[src/rtl/hzc_pkg.sv]
`timescale 1ns/1ps
package hzc_pkg;

    localparam int CLS_W = 3;
    localparam int FWD_W = 2;

    typedef enum logic [CLS_W-1:0] {
        CLS_NOP    = 3'd0,
        CLS_ALU    = 3'd1,
        CLS_LOAD   = 3'd2,
        CLS_STORE  = 3'd3,
        CLS_BRANCH = 3'd4
    } iclass_e;

    typedef enum logic [FWD_W-1:0] {
        SRC_REGFILE = 2'd0,
        SRC_EXMEM   = 2'd1,
        SRC_MEMWB   = 2'd2
    } fwd_src_e;

    // Destination-writing classes
    function automatic logic cls_writes(iclass_e c);
        return (c == CLS_ALU) || (c == CLS_LOAD);
    endfunction

    // Execute stage consumes operand A (ALU input or address base)
    function automatic logic cls_ex_uses_a(iclass_e c);
        return (c == CLS_ALU) || (c == CLS_LOAD) || (c == CLS_STORE);
    endfunction

    // Execute stage consumes operand B (ALU input or store data carried on)
    function automatic logic cls_ex_uses_b(iclass_e c);
        return (c == CLS_ALU) || (c == CLS_STORE);
    endfunction

    // Decode instruction needs rs1 as ALU operand or address base
    function automatic logic cls_needs_rs1_early(iclass_e c);
        return (c == CLS_ALU) || (c == CLS_LOAD) || (c == CLS_STORE);
    endfunction

    function automatic logic cls_mem_access(iclass_e c);
        return (c == CLS_LOAD) || (c == CLS_STORE);
    endfunction

endpackage

[src/rtl/hzc_fwd_sel.sv]
`timescale 1ns/1ps
module hzc_fwd_sel
    import hzc_pkg::*;
#(
    parameter int REG_W = 5
) (
    input  logic             use_i,
    input  logic [REG_W-1:0] src_i,
    input  logic             young_ok_i,
    input  logic [REG_W-1:0] young_rd_i,
    input  logic             old_ok_i,
    input  logic [REG_W-1:0] old_rd_i,
    output fwd_src_e         sel_o
);
    localparam logic [REG_W-1:0] ZERO_REG = '0;

    logic live;
    logic young_hit;
    logic old_hit;

    assign live      = use_i && (src_i != ZERO_REG);
    assign young_hit = live && young_ok_i && (young_rd_i == src_i);
    assign old_hit   = live && old_ok_i && (old_rd_i == src_i);

    always_comb begin
        if (young_hit)    sel_o = SRC_EXMEM;
        else if (old_hit) sel_o = SRC_MEMWB;
        else              sel_o = SRC_REGFILE;
    end
endmodule

[src/rtl/hzc_hazard.sv]
`timescale 1ns/1ps
module hzc_hazard
    import hzc_pkg::*;
#(
    parameter int REG_W = 5
) (
    input  logic             id_valid_i,
    input  iclass_e          id_cls_i,
    input  logic [REG_W-1:0] id_rs1_i,
    input  logic [REG_W-1:0] id_rs2_i,
    input  logic             ex_valid_i,
    input  iclass_e          ex_cls_i,
    input  logic [REG_W-1:0] ex_rd_i,
    input  logic             mem_valid_i,
    input  iclass_e          mem_cls_i,
    input  logic [REG_W-1:0] mem_rd_i,
    output logic             stall_o,
    output logic             br_fwd_a_o,
    output logic             br_fwd_b_o
);
    localparam logic [REG_W-1:0] ZERO_REG = '0;

    logic ex_writer, ex_loader, mem_loader, mem_alu;
    logic id_br, id_alu;
    logic hit_ex1, hit_ex2, hit_mem1, hit_mem2;
    logic load_use, br_on_ex, br_on_mem;

    assign ex_writer  = ex_valid_i && cls_writes(ex_cls_i) && (ex_rd_i != ZERO_REG);
    assign ex_loader  = ex_writer && (ex_cls_i == CLS_LOAD);
    assign mem_loader = mem_valid_i && (mem_cls_i == CLS_LOAD) && (mem_rd_i != ZERO_REG);
    assign mem_alu    = mem_valid_i && (mem_cls_i == CLS_ALU) && (mem_rd_i != ZERO_REG);

    assign id_br  = id_valid_i && (id_cls_i == CLS_BRANCH);
    assign id_alu = id_valid_i && (id_cls_i == CLS_ALU);

    assign hit_ex1  = (id_rs1_i == ex_rd_i);
    assign hit_ex2  = (id_rs2_i == ex_rd_i);
    assign hit_mem1 = (id_rs1_i == mem_rd_i);
    assign hit_mem2 = (id_rs2_i == mem_rd_i);

    // Loaded value needed as ALU input or address; store data alone is exempt
    assign load_use = ex_loader && id_valid_i &&
                      ((cls_needs_rs1_early(id_cls_i) && hit_ex1) ||
                       (id_alu && hit_ex2));

    // Branch compares in decode: nothing from execute can reach it in time
    assign br_on_ex  = id_br && ex_writer && (hit_ex1 || hit_ex2);
    assign br_on_mem = id_br && mem_loader && (hit_mem1 || hit_mem2);

    assign stall_o    = load_use || br_on_ex || br_on_mem;
    assign br_fwd_a_o = id_br && mem_alu && hit_mem1;
    assign br_fwd_b_o = id_br && mem_alu && hit_mem2;
endmodule

[src/rtl/hzc_port_arb.sv]
`timescale 1ns/1ps
module hzc_port_arb
    import hzc_pkg::*;
(
    input  logic    split_mem_i,
    input  logic    mem_valid_i,
    input  iclass_e mem_cls_i,
    output logic    port_mem_o,
    output logic    fetch_hold_o
);
    logic mem_wants;

    assign mem_wants = mem_valid_i && cls_mem_access(mem_cls_i);

    // Memory stage has fixed priority on the shared port
    assign port_mem_o   = !split_mem_i && mem_wants;
    assign fetch_hold_o = port_mem_o;
endmodule

[src/rtl/hzc_ctrl.sv]
`timescale 1ns/1ps
module hzc_ctrl
    import hzc_pkg::*;
#(
    parameter int REG_W = 5
) (
    input  logic             split_mem_i,
    input  logic             id_valid_i,
    input  logic [2:0]       id_cls_i,
    input  logic [REG_W-1:0] id_rs1_i,
    input  logic [REG_W-1:0] id_rs2_i,
    input  logic             id_br_taken_i,
    input  logic             ex_valid_i,
    input  logic [2:0]       ex_cls_i,
    input  logic [REG_W-1:0] ex_rd_i,
    input  logic [REG_W-1:0] ex_rs1_i,
    input  logic [REG_W-1:0] ex_rs2_i,
    input  logic             mem_valid_i,
    input  logic [2:0]       mem_cls_i,
    input  logic [REG_W-1:0] mem_rd_i,
    input  logic [REG_W-1:0] mem_rs2_i,
    input  logic             wb_valid_i,
    input  logic [2:0]       wb_cls_i,
    input  logic [REG_W-1:0] wb_rd_i,
    output logic [1:0]       fwd_a_o,
    output logic [1:0]       fwd_b_o,
    output logic             fwd_st_o,
    output logic             br_fwd_a_o,
    output logic             br_fwd_b_o,
    output logic             stall_o,
    output logic             flush_o,
    output logic             fetch_hold_o,
    output logic             port_mem_o
);
    localparam int N_EX_OPS = 2;

    iclass_e id_cls, ex_cls, mem_cls, wb_cls;
    assign id_cls  = iclass_e'(id_cls_i);
    assign ex_cls  = iclass_e'(ex_cls_i);
    assign mem_cls = iclass_e'(mem_cls_i);
    assign wb_cls  = iclass_e'(wb_cls_i);

    // Bypass sources: ALU result at execute/memory, any writer at memory/writeback
    logic young_src_ok, old_src_ok;
    assign young_src_ok = mem_valid_i && (mem_cls == CLS_ALU);
    assign old_src_ok   = wb_valid_i && cls_writes(wb_cls);

    logic [REG_W-1:0] ex_src  [N_EX_OPS];
    logic             ex_use  [N_EX_OPS];
    fwd_src_e         ex_sel  [N_EX_OPS];

    assign ex_src[0] = ex_rs1_i;
    assign ex_src[1] = ex_rs2_i;
    assign ex_use[0] = ex_valid_i && cls_ex_uses_a(ex_cls);
    assign ex_use[1] = ex_valid_i && cls_ex_uses_b(ex_cls);

    for (genvar g = 0; g < N_EX_OPS; g++) begin : g_ex_op
        hzc_fwd_sel #(.REG_W(REG_W)) u_sel (
            .use_i      (ex_use[g]),
            .src_i      (ex_src[g]),
            .young_ok_i (young_src_ok),
            .young_rd_i (mem_rd_i),
            .old_ok_i   (old_src_ok),
            .old_rd_i   (wb_rd_i),
            .sel_o      (ex_sel[g])
        );
    end

    assign fwd_a_o = ex_sel[0];
    assign fwd_b_o = ex_sel[1];

    // Store data in memory stage: only the writeback source applies
    fwd_src_e st_sel;
    hzc_fwd_sel #(.REG_W(REG_W)) u_st_sel (
        .use_i      (mem_valid_i && (mem_cls == CLS_STORE)),
        .src_i      (mem_rs2_i),
        .young_ok_i (1'b0),
        .young_rd_i (mem_rd_i),
        .old_ok_i   (old_src_ok),
        .old_rd_i   (wb_rd_i),
        .sel_o      (st_sel)
    );
    assign fwd_st_o = (st_sel == SRC_MEMWB);

    logic stall_w;
    hzc_hazard #(.REG_W(REG_W)) u_haz (
        .id_valid_i  (id_valid_i),
        .id_cls_i    (id_cls),
        .id_rs1_i    (id_rs1_i),
        .id_rs2_i    (id_rs2_i),
        .ex_valid_i  (ex_valid_i),
        .ex_cls_i    (ex_cls),
        .ex_rd_i     (ex_rd_i),
        .mem_valid_i (mem_valid_i),
        .mem_cls_i   (mem_cls),
        .mem_rd_i    (mem_rd_i),
        .stall_o     (stall_w),
        .br_fwd_a_o  (br_fwd_a_o),
        .br_fwd_b_o  (br_fwd_b_o)
    );
    assign stall_o = stall_w;

    // A stalled branch has not resolved yet; squash waits for it
    assign flush_o = id_valid_i && (id_cls == CLS_BRANCH) && id_br_taken_i && !stall_w;

    hzc_port_arb u_arb (
        .split_mem_i  (split_mem_i),
        .mem_valid_i  (mem_valid_i),
        .mem_cls_i    (mem_cls),
        .port_mem_o   (port_mem_o),
        .fetch_hold_o (fetch_hold_o)
    );
endmodule

[config.mk]
export PLATFORM = sky130hd
export DESIGN_NAME = hzc_ctrl
export DESIGN_NICKNAME = d
export VERILOG_FILES = /design/src/rtl/hzc_pkg.sv /design/src/rtl/hzc_fwd_sel.sv /design/src/rtl/hzc_hazard.sv /design/src/rtl/hzc_port_arb.sv /design/src/rtl/hzc_ctrl.sv
export SDC_FILE = /design/constraint.sdc
export NUM_CORES = 1
export LEC_CHECK = 0
export BUFFER_PORTS_ARGS = -buffer_cell sky130_fd_sc_hd__clkbuf_2
export CAP_MARGIN = 15
export CORE_MARGIN = 2
export CORE_UTILIZATION = 44
export DETAILED_ROUTE_END_ITERATION = 10
export PLACE_DENSITY = 0.95
export RECOVER_POWER = 100
export SETUP_SLACK_MARGIN = 0.3
export SYNTH_ARGS = -nofsm -noshare
export SYNTH_HDL_FRONTEND = slang
export SYNTH_SLANG_ARGS = --single-unit
[constraint.sdc]
create_clock -name vclk -period 2.9
set_input_delay 0.58 -clock vclk [all_inputs]
set_output_delay 0.58 -clock vclk [all_outputs]
set_load 0.1 [all_outputs]
==> impl_metrics.ini, run 1 <==
[logic_synthesis]
synthAdderAreaFrac_pct = 0
yosysUniqueCellTypes = 32
synthesis.area_per_instance_um2 = 7.438
synth_top_family_by_area = XOR/XNOR gates
synth_simple_gate_area_share_pct = 30.84
synth-compound-area-share_pct = 9.502
synthesis.area_um2 = 803.3
synth_warnings = 0
synthesis.instances = 108
yosys-mux-area-fraction_pct = 0
syn-num-nets = 166
synthXorXnorAreaFrac_pct = 51.09
sequential_area_share_after_synthesis_pct = 0

[place]
placedCellCount = 196
place_ws_ps = 129.4
gpl.final_weighted_congestion = 0.8634
port_buffers = 69
dp_hpwl_mm = 2.563

[power_and_ir_drop]
power_leakage_nw = 0.6055
total_power_w = 0.0001863
irDropWorstVdd_mv = 0.09978
power_per_cell_area_mw_per_mm2 = 132.5

[floorplanning]
core_area_mm2 = 0.001727
floorplan.rows = 15
fp.dieH_um = 46.73
die_area_mm2 = 0.002183
fp.dieW_um = 46.73
num_io_pins = 69
initial_core_util_pct = 46.52

[timing]
finalSetupViolCount = 0
final_critical_path_setup_slack_ps = 171.9
finalCritPeriodShare_pct = 94.07
fin_tns_setup_ps = 0
fmax_ghz = 0.3665
report.final.hold_viol_count = 0
slew_violations = 0
period_minus_slack_ps = 2728
rsz0062_at_grt = true
timing_worst_slew_pin_value_ps = 1164
worst_slew_margin_rel_pct = 22.70

[final_layout]
numSequentialCells = 0
finalNetCount = 236
num_antenna_cells = 0
area_growth_syn_to_layout_pct = 75.08
layout.core_utilization_pct = 81.45
post_route_cells_drive_above_1_share_pct = 52.84
nFillCells = 115
post_layout_nonfiller_instances = 201
regArea_um2 = 0
clockBufferCount = 0

[drt]
detail_route.drc_violations = 0
viasPerCell = 5.687
wire_per_inst_um = 17.76
initialDrtViolationCount = 36
via_count = 1143
drtAntennaViolNets = 0
first_pass_iters = 4
routed_wirelength_mm = 3.569

[setup_path]
critical_path_class = in2out
timing.critical_path.arrival_ps = 2150
endpoint_kind = output port
timing.critical_path.slowest_cell_delay_ps = 520
critPathTopFamily = simple AND/OR/NAND/NOR gates
cp.buffers_inverters = 2
cp_slowest_cell = or4_4
cp.required_ps = 2320
crit_fanout = 5
timing.critical_path.cells = buf_2 > or4_4 > o21ai_2 > a2111o_1 > and4_4 > clkbuf_4
timing.critical_path.from_type = input pin

[global_route]
grt_start_max_net_pins = 6
track_usage_pct = 30.05
number_of_antenna_violations_at_the_first_check_in_global_routing = 0
number_of_global_route_vias_before_repair = 1068
grt_pass1_wl_mm = 4.719
global_route.overflow_total = 0

[run]
cap_violations = 0

[status]
run_status = complete, no violations

[hold_path]
min-delay-path-class = in2out
[synthesized netlist by cell type (2+ instances only)]
library cell,count,area share [%]
xnor2_1,25,27
xor2_1,20,22
nor3_1,9,5.6
nor2_1,5,2.3
buf_4,4,3.7
nand3_1,4,2.5
nand4_1,4,3.1
or4_1,4,3.7
nand2_1,3,1.4
nor4_1,3,2.3
o21ai_0,3,1.9
buf_6,2,2.8
inv_1,2,0.93
nor4bb_1,2,2.5
[per-layer routing]
layer | global-route usage [%] | vias up | part of all wire (%)
met5 | 0 | - | 0
met4 | 8.889 | 0 | 4.4
met3 | 3.137 | 18 | 6.2
met2 | 54.17 | 59 | 53
met1 | 37.41 | 540 | 36
li1 | - | 526 | -
[through the flow]
step,area [um2],hold slack [ps]
after global routing,1406,1668
after CTS,1393,1575
after detailed placement,1319,1585
after global placement,1319,1585
final,1406,1652
after floorplan,898.4,1264
[cell families (layout without fill, tap and decap cells)]
| family | after synthesis | count (layout) |
|---|---|---|
| xor gates and xnor gates | 46 | 46 |
| and+or+nand+nor | 41 | 41 |
| AOI/OAI and AO/OA | 11 | 11 |
| buffers and inverters | 10 | 78 |
[worst min-delay path, delay by kind of cell]
family | cells | cell delay [ps]
compound gates | 1 | 100
simple gates | 2 | 150
buf+inv | 2 | 240
[cell type report]
cell class / instances / area, um2 / share of cell area, %
inverter: 2 / 7.507 / 0.5338
multi-input combinational: 98 / 863.3 / 61.39
tap: 25 / 31.28 / 2.224
timing repair buffer: 76 / 504.2 / 35.85
[cell usage in the layout, fill, tap and decap left out, types with 3 or more instances in the layout]
cell       n
buf_4      7
nand3_1    4
xor2_1    19
or4_4      3
nand4_1    4
buf_12     5
clkbuf_1   3
nand2_1    3
clkbuf_2  55
xnor2_1   25
o21ai_2    3
nor3_1     6
nor2_1     4
[report_power, final]
| part | total, W | switching (W) | internal (W) |
|---|---|---|---|
| Combinational | 0.000186 | 0.0000995 | 0.0000868 |
| Sequential | 0 | 0 | 0 |
| Clock | 0 | 0 | 0 |
[worst paths after layout]
path / slack (ps) / end / startpoint / depth (start not counted)
hold / removal: 1650 / fwd_a_o[1] / ex_cls_i[2] / 5
setup / recovery: 170 / flush_o / mem_rd_i[2] / 6
[timing repair]
| item | CTS | global route |
|---|---|---|
| hold buffers | 0 | 0 |
| pin swaps | 4 | 9 |
| setup endpoints to repair | 2 | 6 |
| buffers inserted | 4 | 1 |
| gates cloned | 0 | 0 |
| gates resized for setup | 12 | 21 |
(Power assumes the default switching activity.)
==> run 2: changes to the inputs <==
--- a/config.mk
+++ b/config.mk
@@ -5,6 +5,7 @@
 export SDC_FILE = /design/constraint.sdc
 export NUM_CORES = 1
 export LEC_CHECK = 0
+export ABC_CLOCK_PERIOD_IN_PS = 2900
 export BUFFER_PORTS_ARGS = -buffer_cell sky130_fd_sc_hd__clkbuf_2
 export CAP_MARGIN = 15
 export CORE_MARGIN = 2
@@ -12,6 +13,7 @@
 export DETAILED_ROUTE_END_ITERATION = 10
 export PLACE_DENSITY = 0.95
 export RECOVER_POWER = 100
+export REMOVE_ABC_BUFFERS = 1
 export SETUP_SLACK_MARGIN = 0.3
 export SYNTH_ARGS = -nofsm -noshare
 export SYNTH_HDL_FRONTEND = slang
==> run 2 against run 1 <==
Count of clock-buffer cells in the layout stayed put. Final area is 11% lower. Flip-flop and latch count stayed put.
==> impl_metrics.ini, run 2 (synthesis gave the netlist of run 1 again) <==
[floorplanning]
fp.dieW_um = 46.73
initial_core_util_pct = 46.52
fp.dieH_um = 46.73
die_area_mm2 = 0.002183
core_area_mm2 = 0.001727
floorplan.rows = 15
num_io_pins = 69

[power_and_ir_drop]
power.share.switching_pct = 51.98
share_of_power_burned_in_the_clock_network_pct = 0
power_per_cell_area_mw_per_mm2 = 128.3
cell_internal_pwr_w = 0.00007722
power_leakage_nw = 0.5329
power.share.combinational_pct = 100.0
seq_power_share_pct = 0
irDropWorstVdd_mv = 0.06988
power.net_switching_w = 0.00008359

[timing]
timing_worst_slew_pin_value_ps = 1161
rsz0062_at_grt = true
finalCritPeriodShare_pct = 91.59
period_minus_slack_ps = 2656
report.final.hold_viol_count = 0
finalSetupViolCount = 0
fin_tns_setup_ps = 0
slew_violations = 0
worst_slew_margin_rel_pct = 22.94
fmax_ghz = 0.3765

[drt]
drtAntennaViolNets = 0
routed_wirelength_mm = 2.810
via_count = 1085
initialDrtViolationCount = 23
viasPerCell = 5.480
detail_route.drc_violations = 0
wire_per_inst_um = 14.19
first_pass_iters = 4

[setup_path]
critical_path_class = in2out
timing.critical_path.arrival_ps = 2080
cp.required_ps = 2320
endpoint_kind = output port
timing.critical_path.from_type = input pin
crit_fanout = 3

[hold_path]
min-delay-path-class = in2out

[final_layout]
post_route_cells_drive_above_1_share_pct = 46.82
finalNetCount = 233
num_antenna_cells = 0
layout.cells.most_common_list = 61 x clkbuf_2, 25 x xnor2_1, 20 x xor2_1
post_layout_nonfiller_instances = 198
numSequentialCells = 0
layout_commonest_cell = clkbuf_2
area_growth_syn_to_layout_pct = 56.07
final_area_mm2 = 0.001254
regArea_um2 = 0
clockBufferCount = 0

[global_route]
track_usage_pct = 24.21
number_of_antenna_violations_at_the_first_check_in_global_routing = 0
number_of_global_route_vias_before_repair = 1012
grt_start_max_net_pins = 6
global_route.overflow_total = 0
grt_pass1_wl_mm = 3.981

[status]
run_status = complete, no violations

[place]
port_buffers = 69
dpl-instance-area_mm2 = 0.001206
placedCellCount = 195
dp_hpwl_mm = 2.378
gpl.final_weighted_congestion = 0.8866

[clock_tree]
cts_hold_buffers = 0

[run]
cap_violations = 0
## run 2: path summary, 6_finish.rpt
| kind | from | endpoint | slack [ps] | cells after the start |
|---|---|---|---|---|
| min | id_br_taken_i | flush_o | 1550 | 3 |
| max | ex_rd_i[0] | stall_o | 240 | 7 |
## run 2: area by class of cell
cell class / count / area (um2)
Multi-Input combinational cell: 98 / 764.5
Fill cell: 142 / 473.0
Timing Repair Buffer: 73 / 450.4
Tap cell: 25 / 31.28
Inverter: 2 / 7.507
## run 2: worst max-delay path: stages
cell,delay [ps]
clkbuf_2,120
xnor2_1,170
nand3_1,90
nor3_1,290
a31oi_1,140
o311ai_1,440
buf_12,230
## run 2: power by group through the flow
stage | logic [W] | registers (W) | clock network [W]
6_report | 0.000161 | 0 | 0
5_1_grt | 0.000174 | 0 | 0
4_1_cts | 0.000156 | 0 | 0
3_5_place_dp | 0.000152 | 0 | 0
3_3_place_gp | 0.000144 | 0 | 0
2_1_floorplan | 0.0000747 | 0 | 0
## run 2: layer usage
metal,wire length (um),track usage [%]
met1,1027,26.79
met2,1527,47.50
met3,209,2.353
met4,46,7.778
met5,0,0
## run 2: what timing repair did
item | in CTS | in global routing
resized for setup | 9 | 8
setup buffers | 2 | 1
endpoints found under the setup margin | 6 | 6
pin swaps | 2 | 2
## run 2: stage by stage
stage          hold slack [ps]   power (W)  util, %  worst slack [ps]
6_report                  1545   0.0001608    72.61             243.9
5_1_grt                   1555   0.0001739    72.61             119.7
4_1_cts                   1546   0.0001563    72.39             302.9
3_5_place_dp              1580   0.0001519    69.86             179.2
3_3_place_gp              1571   0.0001444    69.86             206.9
2_1_floorplan             1577  0.00007470        -             -2297
